--- src/rtl/rstseq_pkg.sv ---
package rstseq_pkg;
  typedef enum logic {
    CAUSE_PIN  = 1'b0,
    CAUSE_WDOG = 1'b1
  } cause_e;
endpackage

--- src/rtl/rstseq_sync.sv ---
module rstseq_sync #(
  parameter int STAGES = 2
) (
  input  logic clk_i,
  input  logic rst_ni,
  output logic first_o,
  output logic rel_o
);
  logic [STAGES:0] chain;
  assign chain[0] = 1'b1;

  for (genvar i = 0; i < STAGES; i++) begin : g_stage
    always_ff @(posedge clk_i or negedge rst_ni) begin
      if (!rst_ni) chain[i+1] <= 1'b0;
      else         chain[i+1] <= chain[i];
    end
  end

  assign first_o = chain[1];
  assign rel_o   = chain[STAGES];
endmodule

--- src/rtl/rstseq_strap.sv ---
module rstseq_strap #(
  parameter int   WIN     = 10,
  parameter logic DEFAULT = 1'b1
) (
  input  logic clk_i,
  input  logic capture_i,
  input  logic strap_i,
  output logic strap_o
);
  // history is free-running; held value must survive non-pin resets, so no reset here
  logic [WIN-2:0] hist_q;
  logic [WIN-1:0] win;
  logic           held_q;
  logic           steady_alt;

  assign win        = {hist_q, strap_i};
  assign steady_alt = (win == {WIN{~DEFAULT}});

  always_ff @(posedge clk_i) begin
    hist_q <= win[WIN-2:0];
  end

  always_ff @(posedge clk_i) begin
    if (capture_i) held_q <= steady_alt ? ~DEFAULT : DEFAULT;
  end

  assign strap_o = held_q;
endmodule

--- src/rtl/rstseq_delay.sv ---
module rstseq_delay #(
  parameter int COUNT_END = 78
) (
  input  logic clk_i,
  input  logic rst_ni,
  input  logic clear_i,
  output logic done_o
);
  localparam int CntW = $clog2(COUNT_END + 1);

  logic [CntW-1:0] cnt_q;

  assign done_o = (cnt_q == CntW'(COUNT_END));

  always_ff @(posedge clk_i or negedge rst_ni) begin
    if (!rst_ni)      cnt_q <= '0;
    else if (clear_i) cnt_q <= '0;
    else if (!done_o) cnt_q <= cnt_q + 1'b1;
  end
endmodule

--- src/rtl/rstseq_top.sv ---
module rstseq_top
  import rstseq_pkg::*;
#(
  parameter int FETCH_DELAY = 80,
  parameter int STRAP_WIN   = 10,
  parameter int SYNC_STAGES = 2
) (
  input  logic clk_i,
  input  logic rst_ni,
  input  logic wdog_req_i,
  input  logic boot_strap_i,
  input  logic tri_strap_i,
  output logic sys_rst_no,
  output logic fetch_en_o,
  output logic boot_narrow_o,
  output logic hiz_mode_o,
  output logic cause_wdog_o
);
  localparam int NumStraps = 2;
  localparam int CountEnd  = FETCH_DELAY - SYNC_STAGES;

  logic pin_first, pin_rel, hold_seq, delay_done;
  logic sys_rst_q;
  cause_e cause_q;
  logic [NumStraps-1:0] strap_raw, strap_held;

  rstseq_sync #(.STAGES(SYNC_STAGES)) u_sync (
    .clk_i  (clk_i),
    .rst_ni (rst_ni),
    .first_o(pin_first),
    .rel_o  (pin_rel)
  );

  // capture runs until the first synchroniser stage has seen the release
  assign strap_raw = {tri_strap_i, boot_strap_i};

  for (genvar s = 0; s < NumStraps; s++) begin : g_strap
    rstseq_strap #(.WIN(STRAP_WIN), .DEFAULT(1'b1)) u_strap (
      .clk_i    (clk_i),
      .capture_i(~pin_first),
      .strap_i  (strap_raw[s]),
      .strap_o  (strap_held[s])
    );
  end

  assign hold_seq = ~pin_rel | wdog_req_i;

  rstseq_delay #(.COUNT_END(CountEnd)) u_delay (
    .clk_i  (clk_i),
    .rst_ni (rst_ni),
    .clear_i(hold_seq),
    .done_o (delay_done)
  );

  always_ff @(posedge clk_i or negedge rst_ni) begin
    if (!rst_ni) sys_rst_q <= 1'b0;
    else         sys_rst_q <= ~hold_seq;
  end

  always_ff @(posedge clk_i or negedge rst_ni) begin
    if (!rst_ni)                    cause_q <= CAUSE_PIN;
    else if (pin_rel && wdog_req_i) cause_q <= CAUSE_WDOG;
  end

  assign sys_rst_no    = sys_rst_q;
  assign fetch_en_o    = delay_done & sys_rst_q;
  assign boot_narrow_o = strap_held[0];
  assign hiz_mode_o    = ~strap_held[1];
  assign cause_wdog_o  = (cause_q == CAUSE_WDOG);
endmodule

--- config.mk ---
export PLATFORM = sky130hd
export DESIGN_NAME = rstseq_top
export DESIGN_NICKNAME = d
export VERILOG_FILES = /design/src/rtl/rstseq_pkg.sv /design/src/rtl/rstseq_sync.sv /design/src/rtl/rstseq_strap.sv /design/src/rtl/rstseq_delay.sv /design/src/rtl/rstseq_top.sv
export SDC_FILE = /design/constraint.sdc
export NUM_CORES = 1
export LEC_CHECK = 0
export CAP_MARGIN = 20
export CORE_MARGIN = 2
export CORE_UTILIZATION = 40
export DETAILED_ROUTE_END_ITERATION = 16
export DONT_BUFFER_PORTS = 1
export GPL_TIMING_DRIVEN = 0
export PLACE_DENSITY = 0.6
export SLEW_MARGIN = 5
export SYNTH_ARGS = -nofsm -noshare
export SYNTH_HDL_FRONTEND = slang
export SYNTH_SLANG_ARGS = --single-unit
export TNS_END_PERCENT = 10
--- constraint.sdc ---
create_clock -name clk_i -period 1.96 [get_ports clk_i]
set_input_delay 0.098 -clock clk_i [delete_from_list [all_inputs] [get_ports clk_i]]
set_output_delay 0.098 -clock clk_i [all_outputs]
set_load 0.02 [all_outputs]
; Word-level counts from Yosys, hierarchy flattened
; Index checks and enable logic that the tools add are counted.
[classes]
n_addsub = 1
eq_ne = 2
n_mux = 4
bitwise_logic = 5
reduce_logical = 3
[op_table]
columns = cell, count
row1 = 10-bit zero test, 2
row2 = 7-bit two-way mux, 2
row3 = 7-bit by 1-bit adder with 7-bit output (second input constant), 1
row4 = 7-bit == test (second input constant), 1
row5 = 1-bit inverter, 3
row6 = 1-bit two-way mux, 2
row7 = 2-bit != test (second input constant), 1
row8 = 1-bit AND, 1
row9 = 1-bit logical AND, 1
row10 = 1-bit bitwise OR, 1
[word_totals]
regBits = 31
inputBits = 5
output_inout_bits = 5
word_cells = 24

; Logic depth before layout (Yosys ltp)
; Gate-level depths: netlist of run 1.
[logic_depth]
ltp_word = 3
ltp_mapped = 5
depth_no_buf = 5

; Hierarchy
; A second synthesis of run 1 with hierarchy kept.
[hier_totals]
cells_unflattened = 77
area_unflattened_um2 = 979.7
[modules_own_cells]
columns = module, n_inst, cells_each, area_each_um2, seq_area_each_um2
row1 = rstseq_strap, 2, 14, 231.5, 210.2
row2 = rstseq_delay, 1, 38, 379.1, 175.2
row3 = rstseq_top, 1, 8, 83.8, 50.0
row4 = rstseq_sync, 1, 3, 53.8, 50.0

; Least setup slack after synthesis of run 1
; OpenSTA, ideal clock, no wires.
[synth_path]
path_kind = reg2out
start = reg u_delay.cnt_q[0]
end = out fetch_en_o
t_arrival_ns = 1.129
t_required_ns = 1.862
path_slack_ns = 0.733
path_stages_with_launch = 5
path_buffers = 0
path_cell_list = dfrtp_1 -> inv_1 -> ha_1 -> and4bb_1 -> and3_1
[synth_via]
elab_chain_len = 2
[synth_lines]
columns = element, line
row1 = from (decl), rstseq_delay.sv:11  ; logic [CntW-1:0] cnt_q;
row2 = from (signal assigned), rstseq_delay.sv:18  ; else if (!done_o) cnt_q <= cnt_q + 1'b1;
row3 = 7-bit == test, rstseq_delay.sv:13  ; assign done_o = (cnt_q == CntW'(COUNT_END));
row4 = 1-bit AND, rstseq_top.sv:66  ; assign fetch_en_o = delay_done & sys_rst_q;
row5 = to (decl), rstseq_top.sv:14  ; output logic fetch_en_o,
; No other way between the ends.

; Final worst setup path of run 1
; Same ends and word-level chain as after synthesis.

==> impl_metrics.json, run 1 <==
{
  "status": "complete, no violations",
  "drive_above_1_share_pct": 12.4,
  "cts_num_sinks": 31,
  "power_frac_seq_pct": 64.1,
  "critical_path_arrival_ns": 1.58,
  "cts_tree": "done",
  "num_vias": 590,
  "switching_share_pct": 23.3,
  "post_cts_buffers": 0,
  "powerDensity_nw_per_um2": 956,
  "tightest_slew_ns": 0.498,
  "viasPerCell": 5.04,
  "synth_top_area_share_pct": 36.9,
  "synth_area_leaders": "dfxtp_1 37%, dfrtp_1 28%, edfxtp_1 6.2%, ha_1 2.6%, nand3_1 2.6%",
  "clockRootBuffer": "clkbuf_4",
  "startpoint_type": "register",
  "clk_pin_slew_worst_paths_ns": 0.10,
  "r2r_start": "u_delay.cnt_q[1]$_DFFE_PN0P_",
  "drc": 0,
  "core_area_um2": 2250,
  "cp.required_ns": 1.86,
  "syn_avg_cell_area_um2": 12.7,
  "antenna_cells": 0,
  "initial_core_util_pct": 43.3,
  "drv_cap": 0,
  "wl_um": 1380,
  "crit_buf_inv": 1,
  "max-slew-margin-rel_pct": 66.7,
  "hold_slack_ns": 0.167,
  "grt_pass1_vias": 553,
  "cts_buffer_depth": 2,
  "crit_fanout": 5,
  "fin_cells": 117,
  "synth_area_um2": 976,
  "ys_seq_elements": 31,
  "first_pass_iters": 3,
  "combPwrFrac_pct": 2.4,
  "slew_violations": 0,
  "syn_to_final_growth_pct": 13.6,
  "wl_per_cell_um": 11.8,
  "min_period_ns": 1.68,
  "rows": 17,
  "grt_start_max_net_pins": 12,
  "final_cell_mix": "18 x dfxtp_1, 11 x dfrtp_1, 5 x nand3_1, 5 x clkbuf_4",
  "synth_top_cell_by_area": "dfxtp_1",
  "pin_count": 10,
  "critPathKind": "reg -> out",
  "finClkSkew_ns": 0.00340,
  "hpwl_um": 960,
  "synth_cells": 77,
  "path_cells": "inv_1 -> ha_1 -> and4bb_1 -> and3_1",
  "total_power_mw": 1.06,
  "max_freq_mhz": 596,
  "p_leak_nw": 0.463,
  "crit_start": "u_delay.cnt_q[0]$_DFFE_PN0P_",
  "ys_warn_count": 0,
  "nets": 95,
  "fin_crit_sh_pct": 85.6,
  "slowest_delay_ns": 0.43,
  "numPortBuffers": 0,
  "grt_antenna_before_repair": 0,
  "rsz0062_at_grt": "no",
  "grtUsageTotal_pct": 13.3,
  "min_path_type": "in -> async",
  "hold_viol_final": 0,
  "cp_top_family": "simple AND/OR/NAND/NOR gates",
  "dp_cells": 105,
  "clock_latency_ns": 0.32,
  "cts_buffers": 5,
  "grt_pass1_wl_um": 2540,
  "gp_congestion": 0.783,
  "die_y_um": 53.4,
  "syn_nets": 84,
  "die-area_um2": 2850,
  "ctsHtreeMaxLevel": 2,
  "end_kind": "primary output",
  "cp_slowest_cell": "dfrtp_1",
  "post-place-ws_ns": 0.622,
  "ant_nets": 0,
  "cts_resized": 0,
  "grt_overflow": 0,
  "setup_violations": 0,
  "drt_iter0_drc": 4,
  "final_common_cell": "dfxtp_1",
  "vdd_drop_max_v": 0.000577,
  "synth-seq-area-share_pct": 71.3,
  "die_w_um": 53.4,
  "finalSetupTns_ns": 0,
  "clockPowerShare_pct": 33.5,
  "synth_cell_types": 27,
  "p_int_uw": 812,
  "final.setup.worst_slack_ns": 0.283,
  "power.switching_uw": 247
}
[power by group through the flow]
| stage | combinational (mW) | sequential (mW) | clock, mW |
|---|---|---|---|
| after CTS | 0.0257 | 0.680 | 0.369 |
| after global placement | 0.0141 | 0.693 | 0 |
| after global routing | 0.0290 | 0.684 | 0.404 |
| after detailed placement | 0.0144 | 0.694 | 0 |
| final | 0.0250 | 0.680 | 0.355 |
| after floorplan | 0.0115 | 0.690 | 0 |
[metal layers]
layer  up-vias  GRT usage (%)  share of wire [%]
met4         0           7.69                2.5
met2        12           16.5                 42
met1       275           17.4                 51
met5         -              0                  0
li1        298              -                  -
met3         5           7.63                4.5
[synthesized netlist by cell type (all sizes together)]
cell type	instances
nand4	1
a31oi	2
ha	2
nor2	3
or4	1
nand4bb	1
conb	1
o21ai	4
nand2	4
edfxtp	2
and4bb	1
nor3	2
nand3	5
dfrtp	11
dfxtp	18
nand2b	1
o211ai	1
and3	2
a21o	1
or3	2
o31ai	1
and2	1
nor4	4
a21oi	2
inv	4
[stage by stage]
stage	utilization (%)	instance area, um^2
finish	49.2	1110
global route	49.2	1110
CTS	49.2	1110
detailed placement	44.8	1010
global placement	44.8	1010
floorplan	-	976
[cells by family (layout without fill, tap and decap cells)]
| logic type | Yosys count | in the layout | share of synthesized area [%] |
|---|---|---|---|
| AND/OR/NAND/NOR | 28 | 28 | 17.6 |
| flip-flops | 31 | 31 | 71.3 |
| other | 1 | 1 | 0.384 |
| AO/OA/AOI/OAI | 11 | 11 | 6.67 |
| adder cells (fa/ha/maj) | 2 | 2 | 2.56 |
| buffers and inverters | 4 | 16 | 1.54 |
[final timing paths]
| check | to | slack, ns | cells past startpoint |
|---|---|---|---|
| worst min-delay path | u_sync.first_o$_DFF_PN0_ | 0.17 | 1 |
| worst min register to register | g_strap[1].u_strap.hist_q[8]$_DFF_P_ | 0.36 | 0 |
| worst max register to register | u_delay.cnt_q[6]$_DFFE_PN0P_ | 0.59 | 4 |
| max in group asynchronous | u_sync.rel_o$_DFF_PN0_ | 1.46 | 1 |
| min in group clk_i | g_strap[0].u_strap.hist_q[0]$_DFF_P_ | 0.35 | 1 |
| worst max-delay path | fetch_en_o | 0.28 | 4 |
[flip-flops by register name, summed over array words and instances (netlist names)]
| name | flops |
|---|---|
| u_delay.cnt_q | 7 |
| sys_rst_no | 1 |
| g_strap.u_strap.strap_o | 2 |
| u_sync.rel_o | 1 |
| cause_wdog_o | 1 |
| g_strap.u_strap.hist_q | 18 |
| u_sync.first_o | 1 |
[worst reg2reg max path: cells and delay by family, from the launching register on]
kind                     cells  cell delay (ns)
AO/OA/AOI/OAI                1             0.14
adder cells (fa/ha/maj)      1             0.21
flip-flops                   1             0.44
AND/OR/NAND/NOR              2             0.51
[layout make-up]
class	instances	area [um^2]
Sequential cell	31	696
Timing Repair Buffer	4	40.0
Fill cell	228	1150
Multi-Input combinational cell	42	265
Clock buffer	5	37.5
Inverter	4	15.0
Clock inverter	3	20.0
Tap cell	28	35.0
[repair_timing]
action / CTS / global route
hold buffers: 4 / 0
hold endpoints to repair: 18 / 0
endpoints found under the setup margin: 0 / 0
Power figures use the tool's default switching activity.
==> inputs of run 2 (changes only) <==
--- a/config.mk
+++ b/config.mk
@@ -6,14 +6,17 @@
 export NUM_CORES = 1
 export LEC_CHECK = 0
 export CAP_MARGIN = 20
+export CELL_PAD_IN_SITES_DETAIL_PLACEMENT = 1
+export CELL_PAD_IN_SITES_GLOBAL_PLACEMENT = 2
 export CORE_MARGIN = 2
 export CORE_UTILIZATION = 40
 export DETAILED_ROUTE_END_ITERATION = 16
 export DONT_BUFFER_PORTS = 1
 export GPL_TIMING_DRIVEN = 0
-export PLACE_DENSITY = 0.6
+export PLACE_DENSITY = 0.79
 export SLEW_MARGIN = 5
 export SYNTH_ARGS = -nofsm -noshare
 export SYNTH_HDL_FRONTEND = slang
+export SYNTH_HIERARCHICAL = 1
 export SYNTH_SLANG_ARGS = --single-unit
 export TNS_END_PERCENT = 10
==> run 2 against run 1 <==
  * Wire length up 11%
  * Worst hold slack better by 0.016 ns
  * Sequential share of layout area down 2.5 points
  * Final area up 4.2%
  * Largest power group unchanged
==> impl_metrics.json, run 2 <==
{
  "cts_num_sinks": 31,
  "fillerInstances": 247,
  "cts_tree": "done",
  "final_cell_mix": "18 x dfxtp_1, 11 x dfrtp_1, 5 x clkbuf_4, 5 x nor2_1, 5 x nor4_1",
  "cts_buffers": 5,
  "num_vias": 591,
  "syn_avg_cell_area_um2": 12.7,
  "max_freq_mhz": 537,
  "synth_edf_count": 2,
  "synth_cell_types": 28,
  "cts_buffer_depth": 2,
  "drive_above_1_share_pct": 17.4,
  "max-slew-margin-rel_pct": 64.6,
  "hpwl_um": 1060,
  "use_met1_pct": 15.7,
  "slowest_delay_ns": 0.43,
  "combPwrFrac_pct": 2.7,
  "power.switching_uw": 234,
  "wl_per_cell_um": 12.7,
  "grt_overflow": 0,
  "synth_top_cell_by_area": "dfxtp_1",
  "min_path_type": "in -> async",
  "clockRootBuffer": "clkbuf_4",
  "grt_start_max_net_pins": 12,
  "grt_antenna_before_repair": 0,
  "synth-main-ff-cell": "dfxtp_1",
  "finClkSkew_ns": 0.00910,
  "first_pass_iters": 1,
  "p_int_uw": 889,
  "viasPerCell": 4.93,
  "clk_pin_slew_worst_paths_ns": 0.10,
  "core_area_um2": 2250,
  "status": "complete, no violations",
  "cp.required_ns": 1.86,
  "ys_warn_count": 6,
  "synth_area_um2": 980,
  "fin_crit_sh_pct": 94.9,
  "nets": 98,
  "grt_pass1_wl_um": 2650,
  "synth-seq-area-share_pct": 71.0,
  "tightest_slew_ns": 0.529,
  "syn_nets": 84,
  "regMostFlops": "g_strap.u_strap/hist_q",
  "end_kind": "primary output",
  "gp_congestion": 0.633,
  "initial_core_util_pct": 43.5,
  "finalSetupTns_ns": 0,
  "critical_path_arrival_ns": 1.76,
  "antenna_cells": 0,
  "synth_area_leaders": "dfxtp_1 37%, dfrtp_1 28%, edfxtp_1 6.1%, nor4_1 3.2%, ha_1 2.6%",
  "pin_count": 10,
  "synth_cells": 77,
  "ant_nets": 0,
  "drc": 0,
  "die_y_um": 53.5,
  "rows": 17,
  "largest_reg_flops": 18,
  "ys_seq_elements": 31,
  "critPathKind": "reg -> out",
  "cp_slowest_cell": "dfrtp_1",
  "powerDensity_nw_per_um2": 973,
  "vdd_drop_max_v": 0.000724,
  "gr-usage-met3_pct": 8.47,
  "clockPowerShare_pct": 36.9,
  "die-area_um2": 2860,
  "min_period_ns": 1.86,
  "startpoint_type": "register",
  "final_common_cell": "dfxtp_1",
  "total_power_mw": 1.12,
  "path_cells": "inv_1 -> ha_2 -> nand3b_4 -> or3_4 -> clkinv_2 -> and2_4",
  "grt_pass1_vias": 619,
  "multi_input_area_um2": 265,
  "switching_share_pct": 20.9,
  "grt_busiest_layer": "met2",
  "synthMostInstantiatedCell": "dfxtp_1",
  "ctsHtreeMaxLevel": 2,
  "die_w_um": 53.5,
  "setup_violations": 0,
  "power_frac_seq_pct": 60.4,
  "synth_common_cells": "18 x dfxtp_1, 11 x dfrtp_1, 5 x nor2_1, 5 x nor4_1, 4 x inv_1",
  "drt_iter0_drc": 0,
  "grtUsageTotal_pct": 14.4,
  "met2_usage_pct": 20.4,
  "numPortBuffers": 0,
  "crit_fanout": 4,
  "clock_latency_ns": 0.32,
  "wl_um": 1520,
  "hold_viol_final": 0,
  "ff_latch_area_um2": 696,
  "async_flop_share_pct": 35.5,
  "final_util_pct": 51.2,
  "p_leak_nw": 0.512,
  "drv_cap": 0,
  "syn_to_final_growth_pct": 17.9,
  "slew_violations": 0,
  "synth_top_area_share_pct": 36.8
}
[run 2: changes by cell type after synthesis, sizes merged, moves of 2 or more]
cell	previous run	this run
and3	2	0
nand3	5	3
nand3b	0	2
nor2	3	5
nor3	2	0
o21ai	4	2
[run 2: worst paths after layout]
check	slack, ns	cells after the start	from	to
max	0.1	6	u_delay/cnt_q[0]$_DFFE_PN0P_	fetch_en_o
min	0.18	1	rst_ni	u_delay/cnt_q[1]$_DFFE_PN0P_
max reg2reg	0.26	6	u_delay/cnt_q[0]$_DFFE_PN0P_	u_delay/cnt_q[0]$_DFFE_PN0P_
min reg2reg	0.35	0	g_strap[1].u_strap/hist_q[1]$_DFF_P_	g_strap[1].u_strap/hist_q[2]$_DFF_P_
max in group asynchronous	1.42	1	rst_ni	u_delay/cnt_q[3]$_DFFE_PN0P_
min in group clk_i	0.24	3	wdog_req_i	u_delay/cnt_q[4]$_DFFE_PN0P_
[run 2: metal layers]
layer	up-vias	wire [um]	share of wire [%]
li1	291	-	-
met1	283	677	45
met2	12	706	46
met3	5	104	6.8
met4	0	32	2.1
met5	-	0	0
[run 2: repair_timing]
| action | 4_1_cts | 5_1_grt |
|---|---|---|
| setup endpoints to repair | 1 | 1 |
| hold buffers | 4 | 0 |
| gates resized for setup | 1 | 2 |
| setup buffers | 0 | 3 |
| hold endpoints to repair | 17 | 0 |
[run 2: cells by family (layout without fill, tap and decap cells)]
logic type | after synthesis | count (layout) | synth area share, %
DFF | 31 | 31 | 71.0
and+or+nand+nor | 25 | 25 | 15.6
AOI/OAI and AO/OA | 11 | 11 | 6.90
buffers and inverters | 6 | 21 | 2.43
adders and majority gates | 2 | 2 | 2.55
other | 1 | 1 | 0.383
muxes | 1 | 1 | 1.15
[run 2: cell type report]
type	count	share of cell area, %
buffer	1	0.325
clock buffer	7	5.63
timing repair buffer	7	5.42
tap	28	3.03
inverter	5	1.73
multi-input combinational	40	23.0
sequential	31	60.2
clock inverter	1	0.650
[run 2: power groups by stage]
stage          registers, mW  clock network [mW]  logic, mW
3_5_place_dp           0.693                   0     0.0140
6_report               0.679               0.414     0.0303
4_1_cts                0.680               0.442     0.0257
3_3_place_gp           0.692                   0     0.0137
2_1_floorplan          0.689                   0     0.0113
5_1_grt                0.683               0.468     0.0347
[run 2: through the flow]
stage               std cells  hold WS, ns  setup slack, ns  instance area [um^2]
detailed placement        105       -0.197            0.261                  1010
global placement          105       -0.197            0.266                  1010
global route              120        0.193          -0.0104                  1150
CTS                       117        0.181           0.0237                  1130
finish                    120        0.182           0.0992                  1150
floorplan                  77       -0.198            0.368                   980
[run 2: worst max-delay path: cells and delay by family, from the launching register on]
family	cells	cell delay, ns
AND/OR/NAND/NOR	3	0.64
flip-flops	1	0.43
adder cells (fa/ha/maj)	1	0.20
buffers and inverters	2	0.18
